--- config.mk ---
export PLATFORM = sky130hd
export DESIGN_NAME = pt_walker
export DESIGN_NICKNAME = d
export VERILOG_FILES = /design/src/rtl/pt_walker_pkg.sv /design/src/rtl/pt_base_reg.sv /design/src/rtl/pt_leaf_eval.sv /design/src/rtl/pt_walk_ctrl.sv /design/src/rtl/pt_walker.sv
export SDC_FILE = /design/constraint.sdc
export NUM_CORES = 1
export LEC_CHECK = 0
export CORE_MARGIN = 4
export CORE_UTILIZATION = 45
export CTS_CLUSTER_SIZE = 28
export DETAILED_ROUTE_END_ITERATION = 12
export MAX_ROUTING_LAYER = met4
export PLACE_DENSITY = 0.87
export SETUP_SLACK_MARGIN = 0.3
export SYNTH_ARGS = -nofsm -noshare
export SYNTH_HDL_FRONTEND = slang
export SYNTH_SLANG_ARGS = --single-unit
--- constraint.sdc ---
create_clock -name clk -period 2.1 [get_ports clk]
set_clock_uncertainty 0.2 [all_clocks]
set_input_delay 0.42 -clock clk [delete_from_list [all_inputs] [get_ports clk]]
set_output_delay 0.42 -clock clk [all_outputs]
set_load 0.01 [all_outputs]
--- src/rtl/pt_walker_pkg.sv ---
package pt_walker_pkg;
  localparam int AW       = 32;
  localparam int OFF_W    = 12;
  localparam int IDX_W    = 10;
  localparam int SLOT_SH  = 2;
  localparam int FRAME_W  = AW - OFF_W;

  localparam int B_PRESENT = 0;
  localparam int B_RD      = 1;
  localparam int B_WR      = 2;
  localparam int B_EX      = 3;
  localparam int B_REF     = 4;
  localparam int B_MOD     = 5;
  localparam int B_NC      = 6;

  typedef enum logic [1:0] {
    CAUSE_NONE = 2'b00,
    CAUSE_ROOT = 2'b01,
    CAUSE_LEAF = 2'b10,
    CAUSE_PROT = 2'b11
  } cause_e;

  function automatic logic [IDX_W-1:0] top_index(input logic [AW-1:0] va);
    return va[AW-1 -: IDX_W];
  endfunction

  function automatic logic [IDX_W-1:0] low_index(input logic [AW-1:0] va);
    return va[OFF_W +: IDX_W];
  endfunction

  function automatic logic [AW-1:0] slot_addr(input logic [AW-1:0] tbl,
                                              input logic [IDX_W-1:0] idx);
    logic [AW-1:0] off;
    off = '0;
    off[SLOT_SH +: IDX_W] = idx;
    return {tbl[AW-1:OFF_W], {OFF_W{1'b0}}} + off;
  endfunction

  function automatic logic allowed(input logic [AW-1:0] pte, input logic [1:0] acc);
    case (acc)
      2'b00:   return pte[B_RD];
      2'b01:   return pte[B_WR];
      default: return pte[B_EX];
    endcase
  endfunction

  function automatic logic [AW-1:0] marked(input logic [AW-1:0] pte, input logic [1:0] acc);
    logic [AW-1:0] r;
    r = pte;
    if (!acc[1])       r[B_REF] = 1'b1;
    if (acc == 2'b01)  r[B_MOD] = 1'b1;
    return r;
  endfunction

  function automatic logic [AW-1:0] join_pa(input logic [AW-1:0] pte, input logic [AW-1:0] va);
    return {pte[AW-1:OFF_W], va[OFF_W-1:0]};
  endfunction
endpackage

--- src/rtl/pt_base_reg.sv ---
module pt_base_reg import pt_walker_pkg::*; (
  input  logic          clk,
  input  logic          rst_n,
  input  logic          we,
  input  logic [AW-1:0] wdata,
  output logic [AW-1:0] base_o
);
  logic [AW-1:0] base_q;

  always_ff @(posedge clk) begin
    if (!rst_n)  base_q <= '0;
    else if (we) base_q <= wdata;
  end

  assign base_o = base_q;
endmodule

--- src/rtl/pt_leaf_eval.sv ---
module pt_leaf_eval import pt_walker_pkg::*; (
  input  logic [AW-1:0] pte,
  input  logic [AW-1:0] va,
  input  logic [1:0]    acc,
  output logic          absent,
  output logic          denied,
  output logic [AW-1:0] paddr,
  output logic          nocache,
  output logic [AW-1:0] new_pte,
  output logic          need_wb
);
  always_comb begin
    absent  = !pte[B_PRESENT];
    denied  = !allowed(pte, acc);
    paddr   = join_pa(pte, va);
    nocache = pte[B_NC];
    new_pte = marked(pte, acc);
    need_wb = (new_pte != pte);
  end
endmodule

--- src/rtl/pt_walk_ctrl.sv ---
module pt_walk_ctrl import pt_walker_pkg::*; (
  input  logic          clk,
  input  logic          rst_n,
  input  logic [AW-1:0] base_i,
  input  logic          req_valid,
  output logic          req_ready,
  input  logic [AW-1:0] req_vaddr,
  input  logic [1:0]    req_acc,
  output logic          rsp_valid,
  input  logic          rsp_ready,
  output logic          rsp_fault,
  output logic [1:0]    rsp_cause,
  output logic [AW-1:0] rsp_paddr,
  output logic          rsp_nocache,
  output logic          mem_req_valid,
  input  logic          mem_req_ready,
  output logic          mem_req_write,
  output logic [AW-1:0] mem_req_addr,
  output logic [AW-1:0] mem_req_wdata,
  input  logic          mem_rdata_valid,
  input  logic [AW-1:0] mem_rdata,
  output logic [AW-1:0] va_o,
  output logic [1:0]    acc_o,
  input  logic          leaf_absent,
  input  logic          leaf_denied,
  input  logic [AW-1:0] leaf_paddr,
  input  logic          leaf_nocache,
  input  logic [AW-1:0] leaf_new,
  input  logic          leaf_need_wb
);
  typedef enum logic [2:0] {
    S_IDLE, S_TOP_REQ, S_TOP_WAIT, S_LOW_REQ, S_LOW_WAIT, S_WB, S_RESP
  } st_e;

  st_e           st;
  logic [AW-1:0] va_q, maddr_q, mwdata_q, pa_q;
  logic [1:0]    acc_q;
  logic          fault_q, nc_q;
  cause_e        cause_q;

  logic req_fire, mem_fire, top_data, low_data;
  assign req_fire = req_valid && req_ready;
  assign mem_fire = mem_req_valid && mem_req_ready;
  assign top_data = (st == S_TOP_WAIT) && mem_rdata_valid;
  assign low_data = (st == S_LOW_WAIT) && mem_rdata_valid;

  always_ff @(posedge clk) begin
    if (!rst_n) begin
      st       <= S_IDLE;
      va_q     <= '0;
      acc_q    <= '0;
      maddr_q  <= '0;
      mwdata_q <= '0;
      pa_q     <= '0;
      fault_q  <= 1'b0;
      nc_q     <= 1'b0;
      cause_q  <= CAUSE_NONE;
    end else begin
      case (st)
        S_IDLE: if (req_fire) begin
          va_q    <= req_vaddr;
          acc_q   <= req_acc;
          maddr_q <= slot_addr(base_i, top_index(req_vaddr));
          st      <= S_TOP_REQ;
        end
        S_TOP_REQ: if (mem_fire) st <= S_TOP_WAIT;
        S_TOP_WAIT: if (top_data) begin
          if (!mem_rdata[B_PRESENT]) begin
            fault_q <= 1'b1;
            cause_q <= CAUSE_ROOT;
            pa_q    <= '0;
            nc_q    <= 1'b0;
            st      <= S_RESP;
          end else begin
            maddr_q <= slot_addr(mem_rdata, low_index(va_q));
            st      <= S_LOW_REQ;
          end
        end
        S_LOW_REQ: if (mem_fire) st <= S_LOW_WAIT;
        S_LOW_WAIT: if (low_data) begin
          if (leaf_absent || leaf_denied) begin
            fault_q <= 1'b1;
            cause_q <= leaf_absent ? CAUSE_LEAF : CAUSE_PROT;
            pa_q    <= '0;
            nc_q    <= 1'b0;
            st      <= S_RESP;
          end else begin
            fault_q  <= 1'b0;
            cause_q  <= CAUSE_NONE;
            pa_q     <= leaf_paddr;
            nc_q     <= leaf_nocache;
            mwdata_q <= leaf_new;
            st       <= leaf_need_wb ? S_WB : S_RESP;
          end
        end
        S_WB:   if (mem_fire) st <= S_RESP;
        S_RESP: if (rsp_ready) st <= S_IDLE;
        default: st <= S_IDLE;
      endcase
    end
  end

  assign req_ready     = (st == S_IDLE);
  assign rsp_valid     = (st == S_RESP);
  assign rsp_fault     = fault_q;
  assign rsp_cause     = cause_q;
  assign rsp_paddr     = pa_q;
  assign rsp_nocache   = nc_q;
  assign mem_req_valid = (st == S_TOP_REQ) || (st == S_LOW_REQ) || (st == S_WB);
  assign mem_req_write = (st == S_WB);
  assign mem_req_addr  = maddr_q;
  assign mem_req_wdata = mwdata_q;
  assign va_o          = va_q;
  assign acc_o         = acc_q;

  AST_MEM_HOLD: assert property (@(posedge clk) disable iff (!rst_n)
    mem_req_valid && !mem_req_ready |=> mem_req_valid && $stable(mem_req_addr)
      && $stable(mem_req_write) && $stable(mem_req_wdata));
  AST_RSP_HOLD: assert property (@(posedge clk) disable iff (!rst_n)
    rsp_valid && !rsp_ready |=> rsp_valid && $stable(rsp_paddr)
      && $stable(rsp_cause) && $stable(rsp_nocache));
  AST_WORD_ALIGNED: assert property (@(posedge clk) disable iff (!rst_n)
    mem_req_valid |-> mem_req_addr[SLOT_SH-1:0] == '0);
  AST_TOP_ABSENT_STOP: assert property (@(posedge clk) disable iff (!rst_n)
    top_data && !mem_rdata[B_PRESENT] |=> rsp_valid && rsp_cause == CAUSE_ROOT);
  AST_WB_MARKS_REF: assert property (@(posedge clk) disable iff (!rst_n)
    mem_req_valid && mem_req_write |-> mem_req_wdata[B_REF] && mem_req_wdata[B_PRESENT]);
  AST_CAUSE_AGREES: assert property (@(posedge clk) disable iff (!rst_n)
    rsp_valid |-> rsp_fault == (rsp_cause != CAUSE_NONE));
endmodule

--- src/rtl/pt_walker.sv ---
module pt_walker import pt_walker_pkg::*; (
  input  logic          clk,
  input  logic          rst_n,
  input  logic          base_we,
  input  logic [31:0]   base_wdata,
  input  logic          req_valid,
  output logic          req_ready,
  input  logic [31:0]   req_vaddr,
  input  logic [1:0]    req_acc,
  output logic          rsp_valid,
  input  logic          rsp_ready,
  output logic          rsp_fault,
  output logic [1:0]    rsp_cause,
  output logic [31:0]   rsp_paddr,
  output logic          rsp_nocache,
  output logic          mem_req_valid,
  input  logic          mem_req_ready,
  output logic          mem_req_write,
  output logic [31:0]   mem_req_addr,
  output logic [31:0]   mem_req_wdata,
  input  logic          mem_rdata_valid,
  input  logic [31:0]   mem_rdata
);
  logic [AW-1:0] base_w, va_w, lf_paddr, lf_new;
  logic [1:0]    acc_w;
  logic          lf_absent, lf_denied, lf_nc, lf_wb;

  pt_base_reg u_base (
    .clk(clk), .rst_n(rst_n), .we(base_we), .wdata(base_wdata), .base_o(base_w)
  );

  pt_leaf_eval u_eval (
    .pte(mem_rdata), .va(va_w), .acc(acc_w),
    .absent(lf_absent), .denied(lf_denied), .paddr(lf_paddr),
    .nocache(lf_nc), .new_pte(lf_new), .need_wb(lf_wb)
  );

  pt_walk_ctrl u_ctrl (
    .clk(clk), .rst_n(rst_n), .base_i(base_w),
    .req_valid(req_valid), .req_ready(req_ready), .req_vaddr(req_vaddr), .req_acc(req_acc),
    .rsp_valid(rsp_valid), .rsp_ready(rsp_ready), .rsp_fault(rsp_fault),
    .rsp_cause(rsp_cause), .rsp_paddr(rsp_paddr), .rsp_nocache(rsp_nocache),
    .mem_req_valid(mem_req_valid), .mem_req_ready(mem_req_ready),
    .mem_req_write(mem_req_write), .mem_req_addr(mem_req_addr),
    .mem_req_wdata(mem_req_wdata), .mem_rdata_valid(mem_rdata_valid),
    .mem_rdata(mem_rdata), .va_o(va_w), .acc_o(acc_w),
    .leaf_absent(lf_absent), .leaf_denied(lf_denied), .leaf_paddr(lf_paddr),
    .leaf_nocache(lf_nc), .leaf_new(lf_new), .leaf_need_wb(lf_wb)
  );

  AST_OFFSET_KEPT: assert property (@(posedge clk) disable iff (!rst_n)
    rsp_valid && !rsp_fault |-> rsp_paddr[OFF_W-1:0] == va_w[OFF_W-1:0]);
endmodule

==> flow_summary.yaml, run 1 <==
run_status:
  status: "finished, final reports clean"
timing:
  rsz0062_at_grt: "yes"
  slew_viol_final: 0
  fmaxAchievable_ghz: 0.494
  setup_viol: 0
  fin_crit_ps: 2020
  max_slew_margin_pct: 56.4
  hold_violations: 0
  hold_ws_ps: 230
  tns_ps: 0
  timing.final.crit_share_pct: 96.4
  worst_pin_slew_ps: 654
logic_synthesis:
  ys_ff_latch: 145
  yosysWarnings: 0
  synth.top_cells.by_count: "dfxtp_1, nor2_1, a21oi_1"
  avgSynthCellArea_um2: 9.64
  syn_area_um2: 5710
  syn_inst: 592
  netlist.area_leader.share_pct: 50.8
  yosysTopAreaCell: "dfxtp_1"
  yosys-top-cells-area: "dfxtp_1, mux2i_1, a211oi_2"
  yosysUniqueCellTypes: 41
  synth.most_common_cell: "dfxtp_1"
  yosysSeqAreaShare_pct: 50.8
  synth-edff-count: 0
  synth_flop_cell: "dfxtp_1"
  synthArstFlopShare_pct: 0
critical_path:
  r2r-end: "u_ctrl.mem_req_addr[7]"
  critPathCaptureType: "flop"
  start_kind: "flop"
  criticalPathCategory: "reg2reg"
  worstPathMaxFanout: 5
  arrival_ps: 2150
  r2r_cells: 9
  worstSetupEndpoint: "u_ctrl.mem_req_addr[7]"
  max_stage_delay_ps: 360
  crit_start: "u_ctrl.st[1]"
  path_cells: "buf_6, buf_6, nor4b_4, a31o_4, buf_12, buf_6, buf_16, nor2_1, a211oi_2"
  cp_data_required_time_ps: 2220
  crit_slowest_cell: "dfxtp_4"
  r2r-start: "u_ctrl.st[1]"
  rrSetupSlack_ps: 80
  crit_top_cell: "buf_6"
pwr:
  power.leakage_nw: 4.02
  power_frac_comb_pct: 43.2
  pwr-share-clk_pct: 26.0
  swShare_pct: 34.0
  internal_power_w: 0.00736
  power_switching_w: 0.00378
  p_seq_share_pct: 30.8
  power.density_nw_per_um2: 1180
  ir_drop_uv: 755
floorplanning:
  die_w_um: 121
  core_um2: 12200
  start_util_pct: 46.8
  rows: 40
  die_h_um: 121
  dieArea_um2: 14600
  io_pins: 209
drt:
  wl_per_cell_um: 21.6
  wl_met1_mm: 8.62
  dr_wl_met2_mm: 11.2
  drc: 0
  firstDrtPassIters: 8
  drtAntennaViolNets: 0
  viasPerCell: 5.65
  dr.first_iter.drc_count: 516
  dr.max_layer_used: "met4"
  met3_length_mm: 1.57
  finalWirelength_mm: 22.1
  routed-via-count: 5772
clock_tree:
  numClockSinks: 145
  cts_tree: "yes"
  path_clk_slew_ps: 60
  htree_levels: 4
  worstSkewPairLatency_ps: 420
  numCtsBuffers: 17
  cts.path.max_buffers: 2
  cts-root-buf: "clkbuf_16"
global_routing:
  grt_remaining_overflow: 0
  grt_first_pass_wirelength_mm: 33.1
  grt_max_degree: 53
  antenna_found_initial: 0
  grt_use_total_pct: 29.9
  grt_pass1_vias: 6045
final_layout:
  nFillCells: 840
  drive_gt1_share_pct: 21.7
  multiInputGateArea_um2: 2730
  nNetsFinal: 946
  regArea_um2: 2920
  diodes: 0
  area_growth_syn_to_layout_pct: 65.0
placement:
  place.gp.congestion: 0.881
  hpwl_mm: 13.0
  port_buffers: 194
hold_path:
  hp-class: "in2reg"
  worstHoldStart: "mem_rdata[2]"
flow_run:
  cap_violations: 0
sequential cells by signal (all words and copies together), names as in the netlist:
| name | flops |
|---|---|
| u_ctrl.mem_req_addr | 30 |
| u_ctrl.rsp_nocache | 1 |
| u_ctrl.rsp_fault | 1 |
| u_ctrl.acc_o | 2 |
| u_ctrl.rsp_cause | 2 |
| u_ctrl.mem_req_wdata | 32 |
| u_ctrl.rsp_paddr | 32 |
| u_base.base_o | 20 |
| u_ctrl.va_o | 22 |
| u_ctrl.st | 3 |
per-stage QoR:
step	std cells	instance area (µm²)	utilization [%]	power [W]	setup WS, ps
5_1_grt	1022	9420	77.1	0.0116	50.1
2_1_floorplan	593	5710	-	0.00522	317
3_3_place_gp	938	8030	65.7	0.00641	-253
3_5_place_dp	938	8030	65.7	0.00654	-299
6_report	1022	9420	77.1	0.0111	76.1
4_1_cts	1011	9210	75.4	0.0107	145
worst max-delay path, delay by kind of cell, from the launching register on:
family | cells | cell delay (ps)
flops | 1 | 360
compound gates | 2 | 480
buf+inv | 5 | 570
simple gates | 2 | 310
routing by layer:
layer / global-route usage (%) / vias up
met5: - / -
met4: 12.2 / 0
met3: 7.58 / 60
met2: 51.0 / 288
met1: 33.7 / 2817
li1: - / 2607
layout make-up:
class	count	share of cell area [%]
Inverter	5	0.279
Multi-Input combinational cell	392	29.0
Clock inverter	12	1.34
Timing Repair Buffer	280	31.5
Sequential cell	145	31.0
Tap cell	168	2.23
Clock buffer	20	4.64
cells in the final DEF, fill, tap and decap left out, drive strengths merged, types with 3 or more instances in the layout:
master / Yosys / final
dfxtp: 145 / 145
dlygate4sd2: 0 / 100
clkdlybuf4s50: 0 / 89
buf: 27 / 89
nor2: 59 / 63
a21oi: 59 / 59
nand2: 57 / 57
mux2i: 51 / 51
a22o: 34 / 34
a211oi: 33 / 33
o21ai: 32 / 32
nand3: 29 / 29
clkbuf: 28 / 21
inv: 5 / 10
clkinv: 0 / 4
nand2b: 4 / 4
nor3: 3 / 3
worst min path at each step:
| stage | end | slack (ps) | cells after the start |
|---|---|---|---|
| after floorplan | u_ctrl.va_o[12] | 240 | 2 |
| after global placement | u_ctrl.va_o[9] | 240 | 2 |
| after detailed placement | u_ctrl.va_o[18] | 250 | 2 |
| after CTS | u_ctrl.mem_req_wdata[2] | 210 | 3 |
| after global routing | u_ctrl.mem_req_wdata[2] | 240 | 3 |
| final | u_ctrl.mem_req_wdata[2] | 230 | 3 |
power groups by stage:
stage | registers, W | clock network (W) | logic, W
6_report | 0.00343 | 0.00290 | 0.00481
4_1_cts | 0.00340 | 0.00292 | 0.00440
3_3_place_gp | 0.00342 | 0 | 0.00299
3_5_place_dp | 0.00344 | 0 | 0.00310
2_1_floorplan | 0.00348 | 0 | 0.00174
5_1_grt | 0.00347 | 0.00305 | 0.00506
kinds of logic after synthesis:
kind of cell | synth area share [%]
other cells | 0.0657
flops | 50.8
simple gates | 12.9
compound gates | 22.6
mux | 8.94
buf+inv | 4.73
what timing repair did:
| item | in CTS | in global routing |
|---|---|---|
| setup buffers | 26 | 10 |
| resized for setup | 168 | 44 |
| endpoints found under the setup margin | 199 | 129 |
| pin swaps | 51 | 12 |
| cloned | 15 | 1 |
| hold buffers | 0 | 0 |
No activity file was read; power rests on OpenSTA's default activity.
==> run 2: changes to the inputs <==
- CORE_ASPECT_RATIO: not set -> 1.2
==> run 2 against run 1 <==
Compared with the run above: non-clock buffer count fell by 2; count of clock-buffer cells in the layout up 1; largest power group unchanged; die area about the same; combinational power fell by 8.9%; sequential power about the same; design area decreased by 0.45%; fmax grew 2.8%; global-route usage shrank 1.8 points; cell count decreased by 0.78%; critical endpoint unchanged; flip-flop and latch count stayed put.
==> flow_summary.yaml, run 2 (synthesis results as in run 1) <==
final_layout:
  final_common_cell: "dfxtp_1"
  nNetsFinal: 944
  area_growth_syn_to_layout_pct: 64.2
  drive_gt1_share_pct: 22.7
  final_cell_mix: "dfxtp_1, dlygate4sd2_1, clkdlybuf4s50_1, nand2_1, nor2_1"
global_routing:
  grt_max_degree: 55
  grt_remaining_overflow: 0
  grt_use_total_pct: 28.1
  grt_pass1_vias: 5911
  antenna_found_initial: 1
  grt_first_pass_wirelength_mm: 31.9
timing:
  slew_viol_final: 0
  fmaxAchievable_ghz: 0.508
  setup_viol: 0
  hold_ws_ps: 152
  hold_violations: 0
  rsz0062_at_grt: "yes"
  timing.final.crit_share_pct: 93.8
  fin_crit_ps: 1970
  setup_ws_ps: 131
critical_path:
  arrival_ps: 2100
  r2r_cells: 8
  criticalPathCategory: "reg2reg"
  cp_data_required_time_ps: 2230
  start_kind: "flop"
  worstPathMaxFanout: 6
  critPathCaptureType: "flop"
floorplanning:
  start_util_pct: 46.5
  io_pins: 209
  die_h_um: 131
  rows: 44
  core_um2: 12300
  dieArea_um2: 14600
  die_w_um: 111
clock_tree:
  numCtsBuffers: 17
  cts_tree: "yes"
  htree_levels: 4
  cts.path.max_buffers: 2
  path_clk_slew_ps: 70
  worstSkewPairLatency_ps: 410
  numClockSinks: 145
  cts-root-buf: "clkbuf_16"
flow_run:
  cap_violations: 0
placement:
  hpwl_mm: 12.6
  place.gp.congestion: 0.838
  place_ws_ps: -222
  port_buffers: 194
pwr:
  power.leakage_nw: 4.02
  finalPower_w: 0.0110
  ir_drop_uv: 756
  power.density_nw_per_um2: 1170
drt:
  firstDrtPassIters: 7
  viasPerCell: 5.74
  wl_per_cell_um: 21.6
  routed-via-count: 5821
  dr.first_iter.drc_count: 403
  finalWirelength_mm: 21.9
  drc: 0
  drtAntennaViolNets: 0
run_status:
  status: "finished, final reports clean"
hold_path:
  min_path_cells: 3
  hp-class: "in2reg"
==> run 2: what timing repair did <==
| item | CTS | global route |
|---|---|---|
| gates resized for setup | 152 | 60 |
| hold buffers | 0 | 0 |
| setup buffers | 15 | 20 |
| gates cloned | 11 | 5 |
| pin swaps | 45 | 19 |
| setup endpoints to repair | 215 | 112 |
==> run 2: cell type report <==
cell class	count	area [µm²]
tap	161	201
multi-input combinational	392	2790
timing repair buffer	278	2820
clock buffer	21	460
clock inverter	11	154
inverter	5	26.3
fill	802	2900
sequential	145	2920
antenna	1	2.50
==> run 2: final timing paths <==
check | to | start | slack (ps)
min | u_ctrl.mem_req_wdata[3] | mem_rdata[3] | 150
max | u_ctrl.mem_req_addr[7] | u_ctrl.st[1] | 130
max reg2reg | u_ctrl.mem_req_addr[7] | u_ctrl.st[1] | 130
min reg2reg | u_ctrl.va_o[12] | u_ctrl.va_o[12] | 260
==> run 2: where the power goes <==
part	switching [W]	internal [W]
clock	0.00123	0.00194
sequential	0.000289	0.00315
combinational	0.00217	0.00220
==> run 2: per-stage QoR <==
step / std cells / util, % / TNS, ps / area [µm²]
after floorplan: 593 / - / 0 / 5710
after global placement: 930 / 65.3 / -10840 / 8020
after detailed placement: 930 / 65.3 / -15020 / 8020
after CTS: 988 / 73.1 / 0 / 8970
after global routing: 1014 / 76.4 / 0 / 9380
final: 1014 / 76.4 / 0 / 9380
==> run 2: routing by layer <==
metal	part of all wire, %	GRT usage (%)
met1	37	30.2
met2	51	47.7
met3	6.8	7.31
met4	5.1	14.5
met5	0	-
==> run 2: worst max-delay path, cell delays in order, from the launching register on <==
cell      delay (ps)
dfxtp_4          370
buf_6            120
nor3b_4          150
buf_4            140
a31o_4           270
buf_4            150
buf_6            130
buf_16           140
a211oi_4         210
